### config.mk
export PLATFORM = sky130hd
export DESIGN_NAME = ind_reg_port
export DESIGN_NICKNAME = d
export VERILOG_FILES = /design/src/rtl/ind_reg_port_pkg.sv /design/src/rtl/ind_reg_port_ctrl.sv /design/src/rtl/ind_reg_port_dp.sv /design/src/rtl/ind_reg_port.sv
export SDC_FILE = /design/constraint.sdc
export NUM_CORES = 1
export LEC_CHECK = 0
export ABC_CLOCK_PERIOD_IN_PS = 4730
export CAP_MARGIN = 10
export CORE_MARGIN = 1
export CORE_UTILIZATION = 50
export CTS_CLUSTER_DIAMETER = 50
export DETAILED_ROUTE_END_ITERATION = 12
export DONT_BUFFER_PORTS = 1
export REMOVE_ABC_BUFFERS = 1
export SETUP_SLACK_MARGIN = 0.1
export SYNTH_ARGS = -nofsm -noshare
export SYNTH_HDL_FRONTEND = slang
export SYNTH_SLANG_ARGS = --single-unit
### constraint.sdc
create_clock -name clk -period 4.73 [get_ports clk]
set_input_delay 0.2365 -clock clk [delete_from_list [all_inputs] [get_ports clk]]
set_output_delay 0.2365 -clock clk [all_outputs]
set_load 0.05 [all_outputs]
### src/rtl/ind_reg_port_pkg.sv
package ind_reg_port_pkg;
  localparam int ADDR_W = 6;
  localparam int DATA_W = 32;
  localparam int RDSEL_BIT = 8;
  localparam logic [DATA_W-1:0] UNLOCK_WORD = 32'hA500_0000;

  localparam logic [1:0] REG_CMD   = 2'd0;
  localparam logic [1:0] REG_START = 2'd1;
  localparam logic [1:0] REG_WDATA = 2'd2;
  localparam logic [1:0] REG_RDATA = 2'd3;

  typedef struct packed {
    logic              wdLoad;
    logic              rdGo;
    logic              wrGo;
    logic [ADDR_W-1:0] addr;
  } accStrobe_t;
endpackage

### src/rtl/ind_reg_port_ctrl.sv
module ind_reg_port_ctrl
  import ind_reg_port_pkg::*;
(
  input  logic              clk,
  input  logic              rstN,
  input  logic              busWe,
  input  logic [1:0]        busAddr,
  input  logic [DATA_W-1:0] busWdata,
  output logic [DATA_W-1:0] cmdView,
  output logic [DATA_W-1:0] startView,
  output accStrobe_t        strobe
);
  logic [ADDR_W-1:0] cmdAddr;
  logic              cmdRead;
  logic              startBit;
  logic              startSeen;
  logic              launch;

  always_ff @(posedge clk) begin
    if (!rstN) begin
      cmdAddr   <= '0;
      cmdRead   <= 1'b0;
      startBit  <= 1'b0;
      startSeen <= 1'b0;
    end else begin
      startSeen <= startBit;
      if (busWe && busAddr == REG_CMD) begin
        cmdAddr <= busWdata[ADDR_W-1:0];
        cmdRead <= busWdata[RDSEL_BIT];
      end
      if (busWe && busAddr == REG_START) begin
        startBit <= busWdata[0];
      end
    end
  end

  assign launch = startBit & ~startSeen;

  always_comb begin
    strobe        = '0;
    strobe.wdLoad = busWe && (busAddr == REG_WDATA);
    strobe.rdGo   = launch & cmdRead;
    strobe.wrGo   = launch & ~cmdRead;
    strobe.addr   = cmdAddr;
  end

  always_comb begin
    cmdView                   = '0;
    cmdView[ADDR_W-1:0]       = cmdAddr;
    cmdView[RDSEL_BIT]        = cmdRead;
    startView                 = '0;
    startView[0]              = startBit;
  end

  assert_single_launch_R3: assert property (@(posedge clk) disable iff (!rstN)
    (strobe.rdGo || strobe.wrGo) |=> !(strobe.rdGo || strobe.wrGo));

  assert_held_start_quiet_R3: assert property (@(posedge clk) disable iff (!rstN)
    ($past(startBit) && startBit) |-> !(strobe.rdGo || strobe.wrGo));

  assert_one_kind_R2: assert property (@(posedge clk) disable iff (!rstN)
    $onehot0({strobe.rdGo, strobe.wrGo}));
endmodule

### src/rtl/ind_reg_port_dp.sv
module ind_reg_port_dp
  import ind_reg_port_pkg::*;
#(
  parameter int IMPL_WORDS = 8
) (
  input  logic              clk,
  input  logic              rstN,
  input  accStrobe_t        strobe,
  input  logic [DATA_W-1:0] busWdata,
  output logic [DATA_W-1:0] wdataQ,
  output logic [DATA_W-1:0] rdataQ
);
  localparam logic [ADDR_W-1:0] LAST_ADDR = ADDR_W'(IMPL_WORDS);

  logic [IMPL_WORDS-1:0][DATA_W-1:0] fileQ;
  logic                              locked;
  logic [DATA_W-1:0]                 readMux;
  logic                              addrZero;

  assign addrZero = (strobe.addr == '0);

  always_ff @(posedge clk) begin
    if (!rstN) begin
      wdataQ <= '0;
    end else if (strobe.wdLoad) begin
      wdataQ <= busWdata;
    end
  end

  always_ff @(posedge clk) begin
    if (!rstN) begin
      locked <= 1'b1;
    end else if (strobe.wrGo && addrZero) begin
      locked <= (wdataQ != UNLOCK_WORD);
    end
  end

  for (genvar i = 0; i < IMPL_WORDS; i++) begin : g_word
    always_ff @(posedge clk) begin
      if (!rstN) begin
        fileQ[i] <= '0;
      end else if (strobe.wrGo && !locked && strobe.addr == ADDR_W'(i + 1)) begin
        fileQ[i] <= wdataQ;
      end
    end
  end

  always_comb begin
    readMux = '0;
    for (int i = 0; i < IMPL_WORDS; i++) begin
      if (strobe.addr == ADDR_W'(i + 1)) readMux = fileQ[i];
    end
  end

  always_ff @(posedge clk) begin
    if (!rstN) begin
      rdataQ <= '0;
    end else if (strobe.rdGo) begin
      rdataQ <= readMux;
    end
  end

  assert_locked_no_write_R5: assert property (@(posedge clk) disable iff (!rstN)
    (locked && strobe.wrGo && !addrZero) |=> $stable(fileQ));

  assert_unlock_R6: assert property (@(posedge clk) disable iff (!rstN)
    (strobe.wrGo && addrZero && wdataQ == UNLOCK_WORD) |=> !locked);

  assert_relock_R6: assert property (@(posedge clk) disable iff (!rstN)
    (strobe.wrGo && addrZero && wdataQ != UNLOCK_WORD) |=> locked);

  assert_rdata_hold_R7: assert property (@(posedge clk) disable iff (!rstN)
    !strobe.rdGo |=> $stable(rdataQ));

  assert_hole_zero_R8: assert property (@(posedge clk) disable iff (!rstN)
    (strobe.rdGo && (addrZero || strobe.addr > LAST_ADDR)) |=> (rdataQ == '0));

  assert_hole_write_R8: assert property (@(posedge clk) disable iff (!rstN)
    (strobe.wrGo && strobe.addr > LAST_ADDR) |=> $stable(fileQ));
endmodule

### src/rtl/ind_reg_port.sv
module ind_reg_port
  import ind_reg_port_pkg::*;
#(
  parameter int IMPL_WORDS = 8
) (
  input  logic        clk,
  input  logic        rstN,
  input  logic        busWe,
  input  logic [1:0]  busAddr,
  input  logic [31:0] busWdata,
  output logic [31:0] busRdata
);
  accStrobe_t        strobe;
  logic [DATA_W-1:0] cmdView;
  logic [DATA_W-1:0] startView;
  logic [DATA_W-1:0] wdataQ;
  logic [DATA_W-1:0] rdataQ;

  ind_reg_port_ctrl u_ctrl (
    .clk       (clk),
    .rstN      (rstN),
    .busWe     (busWe),
    .busAddr   (busAddr),
    .busWdata  (busWdata),
    .cmdView   (cmdView),
    .startView (startView),
    .strobe    (strobe)
  );

  ind_reg_port_dp #(.IMPL_WORDS(IMPL_WORDS)) u_dp (
    .clk      (clk),
    .rstN     (rstN),
    .strobe   (strobe),
    .busWdata (busWdata),
    .wdataQ   (wdataQ),
    .rdataQ   (rdataQ)
  );

  always_comb begin
    case (busAddr)
      REG_CMD:   busRdata = cmdView;
      REG_START: busRdata = startView;
      REG_WDATA: busRdata = wdataQ;
      default:   busRdata = rdataQ;
    endcase
  end
endmodule

## Yosys cells after proc, flatten, opt, wreduce, memory -nomap -nowiden

Cells that the tools add are included.

| cells by class | value |
|---|---|
| $add $sub $neg | 0 |
| multiply operators | 0 |
| div/mod/pow operators | 0 |
| $lt $le $gt $ge | 0 |
| equal/unequal tests | 11 |
| shifts and indexed selects | 0 |
| mux-type cells | 9 |
| bitwise operators | 5 |
| reduce and logical (&&, ||, !) cells | 16 |

Operator list:

| operator | number |
|---|---|
| 32-bit two-way mux | 8 |
| 32-bit case mux with 3 select lines | 1 |
| 32-bit != test, second input constant | 1 |
| 6-bit by 3-bit equality test with 1-bit output, second input constant | 4 |
| 1-bit logical AND | 13 |
| 6-bit by 2-bit equality test with 1-bit output, second input constant | 2 |
| 6-bit by 1-bit equality test with 1-bit output, second input constant | 1 |
| 6-bit by 4-bit equality test with 1-bit output, second input constant | 1 |
| 6-bit zero test | 1 |
| 1-bit bitwise AND | 3 |
| 2-bit by 1-bit equality test with 1-bit output, second input constant | 1 |
| 2-bit equality test, second input constant | 1 |
| 2-bit zero test | 1 |
| 1-bit inverter | 2 |
| 1-bit zero test | 1 |

| storage, ports and cells | value |
|---|---|
| flip-flop bits (word level) | 330 |
| latch bits | 0 |
| bits in writable memories | 0 |
| ROM bits | 0 |
| input bits | 37 |
| output and inout port bits | 32 |
| word-level logic and storage cells | 56 |
| memories kept | 0 |

## Logic depth before layout (Yosys ltp)

Gate-level depths: netlist of the first run.

| depth | value |
|---|---|
| word-level depth | 9 |
| mapped depth | 8 |

## By module

Synthesis of the first run repeated with hierarchy kept, for this count alone.

| unflattened totals | value |
|---|---|
| cell total of the unflattened synthesis | 1907 |
| area, all modules | 15822.7 um^2 |

By module, submodules not included:

| module | instances | cells an instance | area an instance (um^2) | sequential area each (um^2) |
|---|---|---|---|---|
| ind_reg_port_dp | 1 | 1762 | 14141.1 | 6426.2 |
| ind_reg_port_ctrl | 1 | 106 | 867.1 | 180.2 |
| ind_reg_port | 1 | 39 | 814.5 | 0.0 |

## Worst setup path before layout of the first run

Ideal clock, no wire load.

| path | value |
|---|---|
| path type | input -> output |
| start point | in busAddr[0] |
| end point | out busRdata[11] |
| arrival | 1819 ps |
| data required time | 4493 ps |
| path slack | 2674 ps |
| cell stages on the path | 4 |
| buffers on the path | 2 |
| cells stage by stage | clkbuf_1 -> buf_1 -> mux2i_1 -> nor2b_1 |

| between the ends | value |
|---|---|
| cells in the longest elaborated chain, start to end | 2 |
| elaborated cells between the ends (all ways) | 4 |

Ends and longest elaborated chain:

| what | RTL line | text |
|---|---|---|
| start, declared | ind_reg_port.sv:9 | `input logic [1:0] busAddr,` |
| 2-bit equality test (tied with other cells) | ind_reg_port.sv:40 | `case (busAddr)` |
| 32-bit case mux with 3 select lines (*) | ind_reg_port.sv:40 |  |
| end, declared | ind_reg_port.sv:11 | `output logic [31:0] busRdata` |

Mark *: on every way between the ends. The rest lies on a longest branch, timed or not.

## Final worst setup path of the first run

| path | value |
|---|---|
| start point | reg u_ctrl.startBit |
| end point | reg u_dp.fileQ[158] (netlist name) |

| between the ends | value |
|---|---|
| cells in the longest elaborated chain, start to end | 4 |

Ends and longest elaborated chain:

| what | RTL line | text |
|---|---|---|
| start, declared | ind_reg_port_ctrl.sv:15 | `logic startBit;` |
| start signal, assigned | ind_reg_port_ctrl.sv:32 | `startBit <= busWdata[0];` |
| 1-bit bitwise AND | ind_reg_port_ctrl.sv:37 | `assign launch = startBit & ~startSeen;` |
| 1-bit bitwise AND | ind_reg_port_ctrl.sv:43 | `strobe.wrGo = launch & ~cmdRead;` |
| 1-bit logical AND (2 in a row) | ind_reg_port_dp.sv:42 | `end else if (strobe.wrGo && !locked && strobe.addr == ADDR_W'(i + 1)) begin` |
| end signal, assigned by index | ind_reg_port_dp.sv:43 | `fileQ[i] <= wdataQ;` |
| end, declared | ind_reg_port_dp.sv:15 | `logic [IMPL_WORDS-1:0][DATA_W-1:0] fileQ;` |

No other way between the ends.
A chain may end at the register's enable or synchronous reset.

==> results of run 1 <==
==> Yosys cell counts, types with 7 or more instances <==
cell type	instances	area [um2]
sky130_fd_sc_hd__a21boi_0	274	2060
sky130_fd_sc_hd__o2bb2ai_1	21	184
sky130_fd_sc_hd__o21ai_0	65	325
sky130_fd_sc_hd__o22ai_1	27	169
sky130_fd_sc_hd__buf_2	56	280
sky130_fd_sc_hd__nand2_1	635	2380
sky130_fd_sc_hd__o211ai_1	7	52.6
sky130_fd_sc_hd__a221oi_1	25	219
sky130_fd_sc_hd__o32ai_1	22	193
sky130_fd_sc_hd__mux2i_1	35	350
sky130_fd_sc_hd__dfxtp_1	330	6610
sky130_fd_sc_hd__clkbuf_1	121	454
sky130_fd_sc_hd__a21boi_1	42	315
sky130_fd_sc_hd__nor2b_1	27	169
sky130_fd_sc_hd__a2bb2oi_1	22	193
sky130_fd_sc_hd__mux2_2	7	78.8
sky130_fd_sc_hd__and2_1	7	43.8
sky130_fd_sc_hd__nor2_1	48	180
sky130_fd_sc_hd__a21oi_1	34	170
==> per-layer routing <==
layer	GRT usage [%]	share of wire (%)	vias up
met5	0	0	-
li1	-	-	6343
met2	54.1	47	511
met4	8.91	2.4	0
met3	5.49	7.2	85
met1	43.1	44	6431
==> where the power goes <==
group	total (W)	internal [W]	switching [W]
sequential	0.00283	0.00279	0.0000355
clock	0.00316	0.00193	0.00123
combinational	0.000245	0.000106	0.000138
==> worst paths after layout <==
path	from	to	slack, ns	depth (start not counted)
worst min-delay path	busWe	u_ctrl.startBit	0.04	4
worst max register to register	u_ctrl.startBit	u_dp.fileQ[158]	1.49	6
worst min register to register	u_dp.fileQ[35]	u_dp.fileQ[35]	0.45	2
worst max-delay path	u_ctrl.startBit	u_dp.fileQ[158]	1.49	6
==> worst reg2reg max path: stages, from the launching register on <==
cell and delay (ns):
sky130_fd_sc_hd__dfxtp_1 0.41, sky130_fd_sc_hd__nor3b_1 0.60, sky130_fd_sc_hd__nand2_1 0.47, sky130_fd_sc_hd__nor3_4 0.90
sky130_fd_sc_hd__buf_4 0.49, sky130_fd_sc_hd__nand2_1 0.11, sky130_fd_sc_hd__a21boi_0 0.18
==> through the flow <==
| stage | hold WS [ns] | total power (W) | utilization, % | setup WS (ns) |
|---|---|---|---|---|
| 4_1_cts | 0.0261 | 0.00626 | 57.4 | 1.54 |
| 6_report | 0.0365 | 0.00624 | 57.5 | 1.49 |
| 3_3_place_gp | 0.383 | 0.00305 | 50.8 | 1.59 |
| 2_1_floorplan | 0.325 | 0.00299 | - | 1.26 |
| 3_5_place_dp | 0.392 | 0.00305 | 51.0 | 1.56 |
| 5_1_grt | 0.0847 | 0.00639 | 57.5 | 1.27 |
==> logic make-up (layout without fill, tap and decap cells) <==
| logic type | Yosys count | in the layout | synth area share [%] |
|---|---|---|---|
| simple gates | 762 | 762 | 20.5 |
| compound gates | 569 | 569 | 27.4 |
| flops | 330 | 330 | 43.5 |
| buf+inv | 192 | 163 | 5.61 |
| mux | 43 | 43 | 2.98 |
==> sequential cells by signal (all words and copies together), names as in the netlist <==
| signal | cells |
|---|---|
| u_dp.fileQ | 256 |
| u_dp.rdataQ | 32 |
| u_dp.wdataQ | 32 |
| u_ctrl.cmdAddr | 6 |
| u_ctrl.cmdRead | 1 |
| u_ctrl.startBit | 1 |
| u_ctrl.startSeen | 1 |
| u_dp.locked | 1 |
==> placed cells by master, fill, tap and decap left out, types with 7 or more instances in the layout <==
| cell | Yosys | final |
|---|---|---|
| sky130_fd_sc_hd__a21boi_0 | 274 | 274 |
| sky130_fd_sc_hd__a21boi_1 | 42 | 42 |
| sky130_fd_sc_hd__a21oi_1 | 34 | 34 |
| sky130_fd_sc_hd__a221oi_1 | 25 | 25 |
| sky130_fd_sc_hd__a2bb2oi_1 | 22 | 22 |
| sky130_fd_sc_hd__and2_1 | 7 | 7 |
| sky130_fd_sc_hd__buf_4 | 4 | 32 |
| sky130_fd_sc_hd__clkbuf_1 | 121 | 9 |
| sky130_fd_sc_hd__clkbuf_16 | 0 | 41 |
| sky130_fd_sc_hd__clkbuf_8 | 0 | 7 |
| sky130_fd_sc_hd__dfxtp_1 | 330 | 329 |
| sky130_fd_sc_hd__dlygate4sd3_1 | 0 | 53 |
| sky130_fd_sc_hd__mux2_2 | 7 | 7 |
| sky130_fd_sc_hd__mux2i_1 | 35 | 35 |
| sky130_fd_sc_hd__nand2_1 | 635 | 634 |
| sky130_fd_sc_hd__nor2_1 | 48 | 45 |
| sky130_fd_sc_hd__nor2b_1 | 27 | 27 |
| sky130_fd_sc_hd__o211ai_1 | 7 | 7 |
| sky130_fd_sc_hd__o21ai_0 | 65 | 65 |
| sky130_fd_sc_hd__o22ai_1 | 27 | 27 |
| sky130_fd_sc_hd__o2bb2ai_1 | 21 | 21 |
| sky130_fd_sc_hd__o32ai_1 | 22 | 22 |
==> final cells by class <==
cell class / count / area (um2) / share of cell area (%)
Multi-Input combinational cell: 1374 / 7750 / 45.4
Sequential cell: 330 / 6610 / 38.6
Clock buffer: 57 / 1160 / 6.76
Timing Repair Buffer: 89 / 881 / 5.15
Tap cell: 390 / 488 / 2.85
Clock inverter: 15 / 201 / 1.18
Inverter: 2 / 7.51 / 0.0439
==> summary by stage, run 1 <==
Outcome
The run finished, with violations left. The checks that failed: max-slew violations.

Clock network
The latest clock arrival within the worst-skew pair is 0.53 ns. The count of clock tree sinks is 330. The number of buffers created by CTS is 41. The clock tree root driver cell is sky130_fd_sc_hd__clkbuf_16. TritonCTS built the clock tree.

In this run, post-CTS hold repair placed 54 buffers. The clock transition time at the flip-flop clock pins of the worst setup and hold paths is 0.06 ns. Post-CTS timing repair inserted 0 buffers for setup. The H-tree generated during clock tree synthesis spans 2 levels. After clock tree synthesis, the repair step resized 0 gates.

The longest clock path from root to sink contains 3 buffers.

Routing
Across all layers, the routed design uses 13400 vias. Dividing the detail-routed wire length by the instance count gives 22.3 um. The number of nets with antenna violations after detailed routing is 0. Wires add up to 50200 um. Before antenna repair, the detailed router went through 5 iterations. After detailed routing, the number of vias per cell comes to 5.92. The number of design-rule violations left by the first detailed-router iteration is around 1400. The residual DRC count is 0.

Power and ir drop
The maximum vdd ir drop is roughly 0.28 mV. The total power density per cell area is 365 nW/um2. The static leakage is 5.59 nW.

Floorplanning
The die span in y is 176 um. The die width is between 150 and 200 um. The die covers 31100 um2.

For this configuration, the core starts out at a cell density of 51.1%. The area inside the core boundary is between 20000 and 30000 um2. The floorplan has 63 rows. 69 I/O pins were placed.

Setup path
The arrival time reported for the critical path endpoint is 3.68 ns. Among all stages on the critical path, the largest delay is contributed by sky130_fd_sc_hd__nor3_4. The cell occurring most often along the worst timing path is sky130_fd_sc_hd__nand2_1. The critical setup path kind is reg -> reg. STA classifies the critical path startpoint as a flip-flop. In this design, the largest share of critical-path delay is due to simple AND/OR/NAND/NOR gates. Traced cell by cell, the critical path runs through nor3b_1 -> nand2_1 -> nor3_4 -> buf_4 -> nand2_1 -> a21boi_0. STA puts the critical path data required time at ~5.2 ns.

The maximum fanout along the worst path is 19. Together, buffers and inverters on the worst path number 1. The delay contributed by the slowest stage of the critical path is 0.90 ns. The type of element capturing the critical path is a flip-flop.

Cells and area
Relative to the synthesized area, the layout overhead comes to 12.6%. After routing the design area is ~17000 um2. The layout net count is ~1900. The total inserted antenna cells is 0. The share of final-layout standard cells stronger than drive strength 1 is 6.80%. Counting the fill cells in the layout gives 2701. The non-filler instance count after layout is 2257.

Logic synthesis
The post-synthesis instance area is 15200 um2. The fraction of registers with async set or reset after synthesis is 0%. In this run, synthesis inferred 0 flip-flops with an integrated enable.

The cell count after synthesis came out at 1896. The flip-flop cell with the highest count after synthesis is sky130_fd_sc_hd__dfxtp_1. The sequential cell area fraction in the yosys report is a little over two fifths. Counting flops and latches in the post-synthesis netlist gives 330. The synthesized netlist contains 54 unique library cells. In this run the mean area of a mapped cell was around 8.0 um2.

The number of warnings reported in the yosys synthesis log is 0.

Global route
Global routing used 32.4% of the available tracks across all layers. The first-pass GRT wire length is 77000 um. The number of global-route vias before repair is 12700. The initial antenna violation count is 0. The largest net degree at the start of global routing is approximately 300.

For this run the aggregate overflow at the end of global routing stands at 0.

Place
The post-placement cell area is around 15000 um2. Counting tap cells, the placed design contains a total of 2130 instances. At the end of routability-driven placement, the weighted congestion stood at 0.824. After legalization and detailed placement, the total HPWL measured 27400 um. Buffers placed on the I/O ports in this run total 0.

STA
The smallest clock period supported by the final layout is computed as 3.24 ns. The period utilization is between 60% and 70%. The number of hold violations in the final report came to 0. The final number of max-transition violations is 104. At the pin with the least slew margin, the transition time is about 1.6 ns.

Setup violations remaining at the end of the flow were counted as 0. Static timing analysis puts the maximum clock frequency at 0.309 GHz. The largest clock skew in the final design is 0.0163 ns.

Setup repair after global routing left no endpoint under its margin. Measured against its own limit, the worst slew margin works out to -7.79%. The sum of negative setup slack is 0 ns.

Job
The tool flagged a number of max-cap violations equal to 0.

Worst hold path
The type of the tightest min-delay check is in -> reg.
No activity file was read; power rests on OpenSTA's default activity.
==> inputs of run 2 (changes only) <==
ABC_CLOCK_PERIOD_IN_PS = 2600   (was 4730)
PLACE_DENSITY = 0.68   (was not set)
clock period = 2.6 ns   (was 4.73 ns; I/O delays follow)
==> summary by stage, run 2 (synthesis results as in run 1) <==
Outcome
The flow ran to the end, but the final reports show violations. The checks that failed: negative hold slack.

Clock network
The hold-fix buffer count after cts was 104 (+93%). TritonCTS built the clock tree. The clock transition time at the flip-flop clock pins of the worst setup and hold paths came to 0.06 ns (about the same). The number of H-tree levels is 2 (unchanged).

The deepest clock path buffer count is 3 (unchanged). The count of clock tree sinks is 330 (unchanged). The clock tree root driver cell is sky130_fd_sc_hd__clkbuf_16. The number of buffers created by CTS was 40 (-2.4%). The post-CTS setup buffer count came to 0 (unchanged). The latest clock arrival within the worst-skew pair was 0.52 ns (about the same).

Routing
The residual DRC count is 0 (unchanged). The via-per-instance ratio is 5.93 (about the same). The mean routed wirelength per cell is 20.8 um (-6.7%). The number of nets with antenna violations after detailed routing is 0 (unchanged). The number of design-rule violations left by the first detailed-router iteration is 1554 (+12%). The routed wire length is 49200 um (-2.1%). The number of iterations in the first detailed-routing pass came to 8 (+3). The vias after detailed routing was 14000 (+5.0%).

Cells and area
The design area is 18100 um2 (+5.6%). In the layout the commonest cells are 634 x sky130_fd_sc_hd__nand2_1, 329 x sky130_fd_sc_hd__dfxtp_1, 274 x sky130_fd_sc_hd__a21boi_0. The area growth from synthesis to layout is 18.9%. The total inserted antenna cells is 0 (unchanged). The layout net count is 1991 (+6.2%). The most common cell after layout, fill and taps aside is sky130_fd_sc_hd__nand2_1. u_dp.fileQ holds more flip-flops than any other register. The largest registers in the layout are u_dp.fileQ (256), u_dp.rdataQ (32), u_dp.wdataQ (32). The flip-flop count of the largest register, all copies and words added is 256 (unchanged).

The share of final-layout standard cells stronger than drive strength 1 came to 9.70% (+2.9 points).

Floorplanning
The die span in y is 176 um (unchanged). The die width was 176 um (unchanged). The boundary pin count is 69 (unchanged).

The cell row count is 63 (unchanged). The overall die area is 31100 um2 (unchanged). The initial standard-cell utilization of the core is 51.1% (unchanged). The area inside the core boundary is 29700 um2 (unchanged).

Power and ir drop
The maximum vdd ir drop was 0.480 mV (+69%). The static leakage is 6.09 nW (+9.0%). The total power density per cell area is 619 nW/um2 (+70%).

Global route
The global-route usage over all layers is 31.4% (-1.1 points). The first-pass GRT wire length is 75800 um (-1.6%). The number of global-route vias before repair is 13600 (+6.5%). The residual overflow from global routing is 0 (unchanged).

The largest net degree at the start of global routing is 332 (+8.5%). The initial antenna violation count came to 0 (unchanged).

Setup path
STA classifies the critical path endpoint as a flip-flop. The required arrival time at the worst endpoint is 3.02 ns (-2.15 ns). The maximum fanout along the worst path came to 23 (+4). The arrival time reported for the critical path endpoint is 2.82 ns (-0.86 ns). The critical setup path kind is reg -> reg.

STA classifies the critical path startpoint as a flip-flop.

Place
The number of I/O port buffers is 0 (unchanged). The post-placement cell area is 15700 um2 (+3.5%). The final HPWL from detailed placement is 28700 um (+4.7%). The final RePlAce weighted congestion is 0.870 (+5.6%).

STA
The largest clock skew in the final design was 0.0135 ns (-0.00275 ns). The final number of setup-violating endpoints came to 0 (unchanged). Setup repair after global routing left no endpoint under its margin.

The worst relative slew slack was 41.0% (+49 points). The final number of max-transition violations is 0 (-100%). The worst-margin pin slew came to 0.885 ns (-0.732 ns). The period utilization came to 92.4% (+24 points).

The number of hold violations in the final report is 27 (+27). The worst hold margin is -0.189 ns (-0.226 ns). The upper clock frequency limit is 0.416 GHz (+35%). The post-route minimum period is 2.40 ns (-0.835 ns).

Job
The number of max-cap violations is 0 (unchanged).

Worst hold path
The type of the tightest min-delay check is in -> reg.
## run 2: path summary, 6_finish.rpt
check,start,to,slack [ns],cells after the start
setup reg to reg,u_ctrl.startBit,u_dp.fileQ[165],0.20,6
hold / removal,rstN,u_dp.fileQ[159],-0.19,1
hold reg to reg,u_dp.fileQ[147],u_dp.fileQ[147],0.45,2
setup / recovery,u_ctrl.startBit,u_dp.fileQ[165],0.20,6
## run 2: final cells by class
class                           instances  area (um2)
Timing Repair Buffer                  206        1880
Tap cell                              390         488
Sequential cell                       330        6610
Inverter                                2        7.51
Multi-Input combinational cell       1374        7750
Fill cell                            2591       11700
Clock inverter                         14         186
Clock buffer                           54        1130
## run 2: worst max-delay path, stage by stage (launching register included)
cell and delay [ns]:
sky130_fd_sc_hd__dfxtp_1 0.49, sky130_fd_sc_hd__nor3b_1 0.45, sky130_fd_sc_hd__nand2_1 0.36, sky130_fd_sc_hd__nor2_2 0.23, sky130_fd_sc_hd__buf_4 0.39, sky130_fd_sc_hd__nand2_1 0.12, sky130_fd_sc_hd__a21boi_0 0.24
## run 2: timing repair
action,4_1_cts,5_1_grt
endpoints found under the hold margin,330,257
endpoints found under the setup margin,0,5
resized for setup,0,1
## run 2: power breakdown
part | total, W | internal, W | switching [W]
registers | 0.00513 | 0.00508 | 0.0000486
logic | 0.000425 | 0.000213 | 0.000212
clock network | 0.00563 | 0.00345 | 0.00217
## run 2: layer usage
metal | GRT usage (%) | wire [um]
met5 | 0 | 0
met4 | 12.0 | 1630
met3 | 4.33 | 3590
met2 | 52.5 | 23100
met1 | 40.8 | 20900
## run 2: through the flow
| stage | std cells | util (%) | setup slack (ns) | total power (W) | setup TNS [ns] |
|---|---|---|---|---|---|
| 2_1_floorplan | 1706 | - | -0.869 | 0.00545 | -102.14 |
| 5_1_grt | 2370 | 60.7 | 0.116 | 0.0114 | 0 |
| 3_5_place_dp | 2198 | 52.8 | 0.312 | 0.00558 | 0 |
| 3_3_place_gp | 2198 | 52.8 | 0.399 | 0.00557 | 0 |
| 6_report | 2370 | 60.7 | 0.198 | 0.0112 | 0 |
| 4_1_cts | 2370 | 60.7 | 0.217 | 0.0112 | 0 |
